**src/rtl/nmi_ctrl_pkg.sv**
```systemverilog
// Package: shared sense encoding and register offsets for the NMI controller.
// Assumes byte addressing with word-aligned registers.
package nmi_ctrl_pkg;

    // Trigger sense: bit 1 is the active polarity, bit 0 selects edge mode.
    typedef enum logic [1:0] {
        SENSE_LEVEL_LOW  = 2'd0,
        SENSE_FALL_EDGE  = 2'd1,
        SENSE_LEVEL_HIGH = 2'd2,
        SENSE_RISE_EDGE  = 2'd3
    } sense_e;

    localparam logic [31:0] OFFS_CTRL  = 32'h00;
    localparam logic [31:0] OFFS_PEND  = 32'h04;
    localparam logic [31:0] OFFS_EN_A  = 32'h08;
    localparam logic [31:0] OFFS_EN_B  = 32'h34;

endpackage

```
**src/rtl/nmi_sync.sv**
```systemverilog
// Module: multi-stage synchronizer for the asynchronous pin, plus a
// one-cycle delayed copy of the synchronized level for edge detection.
// Assumes STAGES >= 2; all flops clear to 0 under synchronous reset.
module nmi_sync #(
    parameter int STAGES = 2
) (
    input  logic clk,
    input  logic rst_n,
    input  logic pin_async,
    output logic level_o,
    output logic level_prev_o
);

    logic [STAGES-1:0] chain_q;
    logic              prev_q;

    // Shift the pin through the synchronizer chain.
    generate
        for (genvar gi = 0; gi < STAGES; gi++) begin : g_stage
            if (gi == 0) begin : g_first
                always_ff @(posedge clk) begin
                    if (!rst_n) chain_q[gi] <= 1'b0;
                    else        chain_q[gi] <= pin_async;
                end
            end else begin : g_next
                always_ff @(posedge clk) begin
                    if (!rst_n) chain_q[gi] <= 1'b0;
                    else        chain_q[gi] <= chain_q[gi-1];
                end
            end
        end
    endgenerate

    // Keep the previous synchronized level for edge comparison.
    always_ff @(posedge clk) begin
        if (!rst_n) prev_q <= 1'b0;
        else        prev_q <= chain_q[STAGES-1];
    end

    assign level_o      = chain_q[STAGES-1];
    assign level_prev_o = prev_q;

endmodule

```
**src/rtl/nmi_trigger.sv**
```systemverilog
// Module: combinational trigger detector. Applies the selected sense to
// the synchronized level and its previous copy. Assumes both inputs come
// from the same clock domain, so a sense change alone cannot form an edge.
module nmi_trigger
    import nmi_ctrl_pkg::*;
(
    input  sense_e sense_i,
    input  logic   level_i,
    input  logic   level_prev_i,
    output logic   hit_o
);

    logic rise;
    logic fall;

    // Derive edges from current and previous synchronized level.
    always_comb begin
        rise = level_i & ~level_prev_i;
        fall = ~level_i & level_prev_i;
    end

    // Select the condition for the programmed sense.
    always_comb begin
        unique case (sense_i)
            SENSE_LEVEL_LOW:  hit_o = ~level_i;
            SENSE_FALL_EDGE:  hit_o = fall;
            SENSE_LEVEL_HIGH: hit_o = level_i;
            SENSE_RISE_EDGE:  hit_o = rise;
            default:          hit_o = 1'b0;
        endcase
    end

endmodule

```
**src/rtl/nmi_regs.sv**
```systemverilog
// Module: register file for control, pending and enable, with address
// decode and combinational read mux. Pending is set by the trigger and
// cleared by writing one; a trigger in the same cycle takes priority.
// Assumes the three offsets are distinct and DATA_W >= 2.
module nmi_regs
    import nmi_ctrl_pkg::*;
#(
    parameter int                ADDR_W = 8,
    parameter int                DATA_W = 32,
    parameter logic [ADDR_W-1:0] A_CTRL = '0,
    parameter logic [ADDR_W-1:0] A_PEND = '0,
    parameter logic [ADDR_W-1:0] A_EN   = '0
) (
    input  logic              clk,
    input  logic              rst_n,
    input  logic [ADDR_W-1:0] bus_addr,
    input  logic              bus_we,
    input  logic [DATA_W-1:0] bus_wdata,
    output logic [DATA_W-1:0] bus_rdata,
    input  logic              hit_i,
    output sense_e            sense_o,
    output logic              pend_o,
    output logic              en_o,
    output logic              irq_o
);

    logic [DATA_W-1:0] ctrl_q;
    logic              pend_q;
    logic              en_q;
    logic              sel_ctrl;
    logic              sel_pend;
    logic              sel_en;
    logic              clr_req;

    // Decode the register selects and the clear request.
    always_comb begin
        sel_ctrl = (bus_addr == A_CTRL);
        sel_pend = (bus_addr == A_PEND);
        sel_en   = (bus_addr == A_EN);
        clr_req  = bus_we & sel_pend & bus_wdata[0];
    end

    // Store the full control word.
    always_ff @(posedge clk) begin
        if (!rst_n)                  ctrl_q <= '0;
        else if (bus_we && sel_ctrl) ctrl_q <= bus_wdata;
    end

    // Store the enable bit.
    always_ff @(posedge clk) begin
        if (!rst_n)                en_q <= 1'b0;
        else if (bus_we && sel_en) en_q <= bus_wdata[0];
    end

    // Latch pending; a detection beats a clear in the same cycle.
    always_ff @(posedge clk) begin
        if (!rst_n)       pend_q <= 1'b0;
        else if (hit_i)   pend_q <= 1'b1;
        else if (clr_req) pend_q <= 1'b0;
    end

    // Return the addressed register, or zero for unmapped offsets.
    always_comb begin
        bus_rdata = '0;
        if (sel_ctrl)      bus_rdata = ctrl_q;
        else if (sel_pend) bus_rdata[0] = pend_q;
        else if (sel_en)   bus_rdata[0] = en_q;
    end

    assign sense_o = sense_e'(ctrl_q[1:0]);
    assign pend_o  = pend_q;
    assign en_o    = en_q;
    assign irq_o   = pend_q & en_q;

endmodule

```
**src/rtl/nmi_line_ctrl.sv**
```systemverilog
// Module: top of the single-line NMI controller. Synchronizes the pin,
// detects the programmed trigger and exposes the register interface.
// MAP_ALT selects where the enable register is decoded.
// Assumes ADDR_W >= 6 so that every offset fits.
module nmi_line_ctrl
    import nmi_ctrl_pkg::*;
#(
    parameter int ADDR_W   = 8,
    parameter int DATA_W   = 32,
    parameter int SYNC_LEN = 2,
    parameter bit MAP_ALT  = 1'b0
) (
    input  logic              clk,
    input  logic              rst_n,
    input  logic [ADDR_W-1:0] bus_addr,
    input  logic              bus_we,
    input  logic [DATA_W-1:0] bus_wdata,
    output logic [DATA_W-1:0] bus_rdata,
    input  logic              nmi_pin,
    output logic              irq_out
);

    localparam logic [ADDR_W-1:0] ADDR_CTRL = ADDR_W'(OFFS_CTRL);
    localparam logic [ADDR_W-1:0] ADDR_PEND = ADDR_W'(OFFS_PEND);
    localparam logic [ADDR_W-1:0] ADDR_EN   = MAP_ALT ? ADDR_W'(OFFS_EN_B)
                                                      : ADDR_W'(OFFS_EN_A);

    logic   lvl;
    logic   lvl_prev;
    logic   hit;
    sense_e sense;
    logic   pend_w;
    logic   en_w;

    nmi_sync #(
        .STAGES(SYNC_LEN)
    ) u_sync (
        .clk          (clk),
        .rst_n        (rst_n),
        .pin_async    (nmi_pin),
        .level_o      (lvl),
        .level_prev_o (lvl_prev)
    );

    nmi_trigger u_trig (
        .sense_i      (sense),
        .level_i      (lvl),
        .level_prev_i (lvl_prev),
        .hit_o        (hit)
    );

    nmi_regs #(
        .ADDR_W (ADDR_W),
        .DATA_W (DATA_W),
        .A_CTRL (ADDR_CTRL),
        .A_PEND (ADDR_PEND),
        .A_EN   (ADDR_EN)
    ) u_regs (
        .clk       (clk),
        .rst_n     (rst_n),
        .bus_addr  (bus_addr),
        .bus_we    (bus_we),
        .bus_wdata (bus_wdata),
        .bus_rdata (bus_rdata),
        .hit_i     (hit),
        .sense_o   (sense),
        .pend_o    (pend_w),
        .en_o      (en_w),
        .irq_o     (irq_out)
    );

endmodule

```
**config.mk**
```make
export PLATFORM = sky130hd
export DESIGN_NAME = nmi_line_ctrl
export DESIGN_NICKNAME = d
export VERILOG_FILES = /design/src/rtl/nmi_ctrl_pkg.sv /design/src/rtl/nmi_sync.sv /design/src/rtl/nmi_trigger.sv /design/src/rtl/nmi_regs.sv /design/src/rtl/nmi_line_ctrl.sv
export SDC_FILE = /design/constraint.sdc
export NUM_CORES = 1
export LEC_CHECK = 0
export BUFFER_PORTS_ARGS = -buffer_cell sky130_fd_sc_hd__buf_2
export CORE_MARGIN = 2
export CORE_UTILIZATION = 30
export CTS_BUF_LIST = sky130_fd_sc_hd__clkbuf_4 sky130_fd_sc_hd__clkbuf_8
export DETAILED_ROUTE_END_ITERATION = 12
export PLACE_DENSITY = 0.55
export SLEW_MARGIN = 20
export SYNTH_ARGS = -nofsm -noshare
export SYNTH_HDL_FRONTEND = slang
export SYNTH_SLANG_ARGS = --single-unit
```
**constraint.sdc**
```tcl
create_clock -name clk -period 4.9 [get_ports clk]
set_clock_uncertainty 0.2 [all_clocks]
set_input_delay 0.49 -clock clk [delete_from_list [all_inputs] [get_ports clk]]
set_output_delay 0.49 -clock clk [all_outputs]
set_load 0.005 [all_outputs]
```
# --- Word level (Yosys, flattened, before mapping) ---
# Cells that the tools add are included.
word_totals:
  elab_cells: 30
  ff_bits: 37
  output_inout_bits: 33
  in_bits: 44
classes:
  n_mux: 7
  bitwise_logic: 7
  n_eq_ne: 5
  reduce_logical: 5
op_table:
  columns: ["operator", "n"]
  rows:
  - ["31-bit 2-to-1 mux", 1]
  - ["8-bit by 3-bit == test with 1-bit output, second input constant", 1]
  - ["8-bit by 4-bit == test with 1-bit output, second input constant", 1]
  - ["8-bit zero test", 1]
  - ["1-bit AND", 5]
  - ["1-bit 2-to-1 mux", 5]
  - ["2-bit == test, second input constant", 2]
  - ["1-bit case mux with 4 select lines", 1]
  - ["2-bit by 1-bit == test with 1-bit output, second input constant", 1]
  - ["1-bit logical AND", 2]
  - ["2-bit zero test", 1]
  - ["1-bit inverter", 2]
  - ["2-bit nonzero test", 1]

# --- Logic depth before layout (Yosys ltp) ---
depth:
  depth_word: 5
  depth_mapped: 5
  mapped_depth_nobuf: 3

# --- By module ---
# Synthesis repeated with hierarchy kept, for this count alone.
unflattened:
  cells_unflattened: 206
  area_unflattened_um2: 1774.2
modules_own_cells:
  columns: ["module", "instances", "cells_per_inst", "seq_area_each_um2", "area_per_inst_um2"]
  rows:
  - ["nmi_regs", 1, 196, 680.7, 1669.1]
  - ["nmi_sync", 1, 6, 60.1, 78.8]
  - ["nmi_trigger", 1, 4, 0.0, 26.3]

# --- Worst setup path after synthesis ---
# Ideal clock, no wire load.
synth_timing:
  path_kind: "input port to output port"
  start: "input bus_addr[7]"
  end: "output bus_rdata[10]"
  setup_slack_ns: 2.619
  path_stages: 4
  path_buffers: 1
  t_required_ns: 4.210
  arrival_ns: 1.591
  path_cell_list: "or4_4 -> nor2_1 -> clkbuf_1 -> and2_1"
synth_between:
  elab_chain_len: 2
synth_lines:
  columns: ["item", "line", "source"]
  rows:
  - ["start: declaration", "nmi_line_ctrl.sv:15", "input logic [ADDR_W-1:0] bus_addr,"]
  - ["8-bit zero test", "nmi_regs.sv:37", "sel_ctrl = (bus_addr == A_CTRL);"]
  - ["31-bit 2-to-1 mux", "nmi_regs.sv:65", "if (sel_ctrl) bus_rdata = ctrl_q;"]
  - ["end: declaration", "nmi_line_ctrl.sv:18", "output logic [DATA_W-1:0] bus_rdata,"]
# No other way between the ends.

# --- Worst setup path after layout ---
layout_timing:
  start: "input bus_addr[7]"
  end: "output bus_rdata[19]"
# The elaborated chain is that of the path after synthesis.

==> results.yml <==
clocking:
  tritoncts: "done"
  numCtsBuffers: 5
  ctsHoldBuffers: 0
  cts_resized: 0
  h-tree-depth: 2
  path_clk_slew_ns: 0.07
  post_cts_buffers: 0
  cts_root_buffer: "clkbuf_8"
  clkLatencyLatePin_ns: 0.28
  clkSinkCount: 37
  clockBufferDepth: 2
global_route:
  grt-ovfl-total: 0
  first_global_vias: 1373
  grt.total_usage_pct: 11.8
  grt_pass1_wl_mm: 5.95
  antenna_found_initial: 0
  grt_max_degree: 70
final_layout:
  layout.cells.most_common_list: "buf_2 (75), nand2_1 (65), dfxtp_1 (37)"
  final_common_cell: "buf_2"
  final_net_count: 318
  n_antenna_cell: 0
  area_growth_pct: 27.3
  finalNonFillerCells: 347
  drive_gt1_share_pct: 32.7
  fillCellCount: 614
  regArea_um2: 741
  multi_input_area_um2: 936
critical_path:
  r2r-end: "u_regs.pend_o"
  cp-endpoint: "bus_rdata[19]"
  setup.worst_path.start: "bus_addr[7]"
  regToRegStartpoint: "u_regs.ctrl_q[1]"
  slowest_delay_ns: 0.75
  critPathCaptureType: "output pin"
  cpMostUsedCell: "buf_2"
  cp.required_ns: 4.21
  start_kind: "input port"
  reg2reg_depth: 3
  worst-setup-path-type: "in2out"
  r2r_setup_slack_ns: 3.78
  worstPathCellList: "buf_2 -> or4_4 -> nor2_2 -> and2_1 -> buf_2"
  crit_fanout: 31
  cp_slowest_cell: "nor2_2"
  arrival_ns: 2.27
sta:
  fmax_ghz: 0.338
  hold_violations: 0
  fin_tns_setup_ns: 0
  drv_slew: 0
  grt_setup_unrepaired: "no"
  whs_ns: 0.217
  min_period_ns: 2.96
  setup_viol: 0
  min_period_over_period_pct: 60.3
  slew_headroom_pct: 37.6
  worst_pin_slew_ns: 0.935
logic_synthesis:
  syn_nets: 248
  synth_largest_area_cell: "dfxtp_1"
  synth_enable_flop_cells: 0
  async_flop_share_pct: 0
  yosysWarnings: 0
  ys_ff_latch: 37
  synth_ff_type: "dfxtp_1"
  syn_inst: 204
  avgSynthCellArea_um2: 8.67
  syn_area_um2: 1770
  synth_seq_area_share_pct: 41.9
  synth_top_area_share_pct: 41.9
  yosysUniqueCellTypes: 21
  synth.area.top_cells: "dfxtp_1 (42%), mux2i_1 (19%), nand2_1 (14%), and2_1 (12%), buf_8 (2.5%)"
floorplan:
  dieArea_um2: 6520
  initial_core_util_pct: 31.5
  die_h_um: 80.8
  rows: 27
  fp.coreArea_um2: 5610
  num_io_pins: 77
  die_w_um: 80.8
placed_design:
  place_inst: 339
  routabilityCongestion: 0.678
  portBuffers: 76
  dp_hpwl_mm: 2.49
route:
  drt_iter0_drc: 26
  route.vias.total: 1492
  ant_nets: 0
  drt_wl_total_mm: 3.68
  wl_per_cell_um: 10.6
  vias_per_cell: 4.30
  drc_errors: 0
  firstDrtPassIters: 6
flow_run:
  maxCapViolCount: 0
worst_hold_path:
  holdCritPathClass: "in2reg"
  min-delay-start: "nmi_pin"
  min_path_cells: 2
outcome:
  outcome: "completed"
pwr:
  leakage_nw: 1.03
  p_per_area_nw_per_um2: 244
  peakVddDrop_mv: 0.122
-- worst min-delay path by stage --
stage,slack [ns],endpoint
after global placement,0.22,u_sync.level_o
after global routing,0.22,u_sync.chain_q[0]
after CTS,0.21,u_sync.chain_q[0]
after floorplan,0.21,u_sync.level_o
after detailed placement,0.24,u_sync.level_o
final,0.22,u_sync.chain_q[0]
-- stage by stage --
stage | util (%) | worst slack, ns | area [um^2] | power [mW]
after global routing | 40.1 | 1.73 | 2250 | 0.577
after floorplan | - | 2.62 | 1770 | 0.329
final | 40.1 | 1.94 | 2250 | 0.548
after global placement | 38.6 | 1.88 | 2160 | 0.350
after detailed placement | 38.6 | 1.88 | 2160 | 0.350
after CTS | 40.1 | 1.88 | 2250 | 0.560
-- metal layers --
layer | vias up | GRT usage (%) | wire, um
li1 | 792 | - | -
met1 | 653 | 13.4 | 1670
met2 | 43 | 20.8 | 1710
met3 | 4 | 3.67 | 248
met4 | 0 | 4.58 | 49
met5 | - | 0 | 0
-- kinds of logic after synthesis --
logic type | Yosys count | share of synthesized area (%)
AOI/OAI and AO/OA | 5 | 2.12
xor gates and xnor gates | 2 | 0.991
buffers and inverters | 16 | 5.31
DFF | 37 | 41.9
muxes | 33 | 18.7
and+or+nand+nor | 111 | 31.0
-- cell type report --
type	instances	area share (%)
Timing Repair Buffer	77	17.3
Clock inverter	2	0.445
Inverter	2	0.334
Tap cell	72	4.00
Sequential cell	37	32.9
Multi-Input combinational cell	151	41.6
Clock buffer	6	3.39
-- sequential cells by signal, summed over array words and instances (netlist names) --
name and flops:
u_regs.pend_o 1, u_sync.level_o 1, u_regs.ctrl_q 32, u_regs.en_o 1, u_sync.chain_q 1, u_sync.level_prev_o 1
-- power by group --
part | switching (mW) | total [mW] | internal, mW
clock | 0.102 | 0.206 | 0.104
combinational | 0.0205 | 0.0392 | 0.0188
sequential | 0.000696 | 0.303 | 0.302
total | 0.123 | 0.548 | 0.425
-- cells in the mapped netlist (2+ instances only) --
cell type / count
nor2b_1: 2
dfxtp_1: 37
nor2_1: 2
buf_8: 3
or4_4: 2
a21oi_1: 2
clkbuf_1: 11
nand2_1: 65
and2_1: 35
mux2i_1: 33
inv_1: 2
-- worst max-delay path, delay by kind of cell --
family	cells	cell delay (ns)
buffers and inverters	2	0.22
AND/OR/NAND/NOR	3	1.55
No activity file was read; power rests on OpenSTA's default activity.
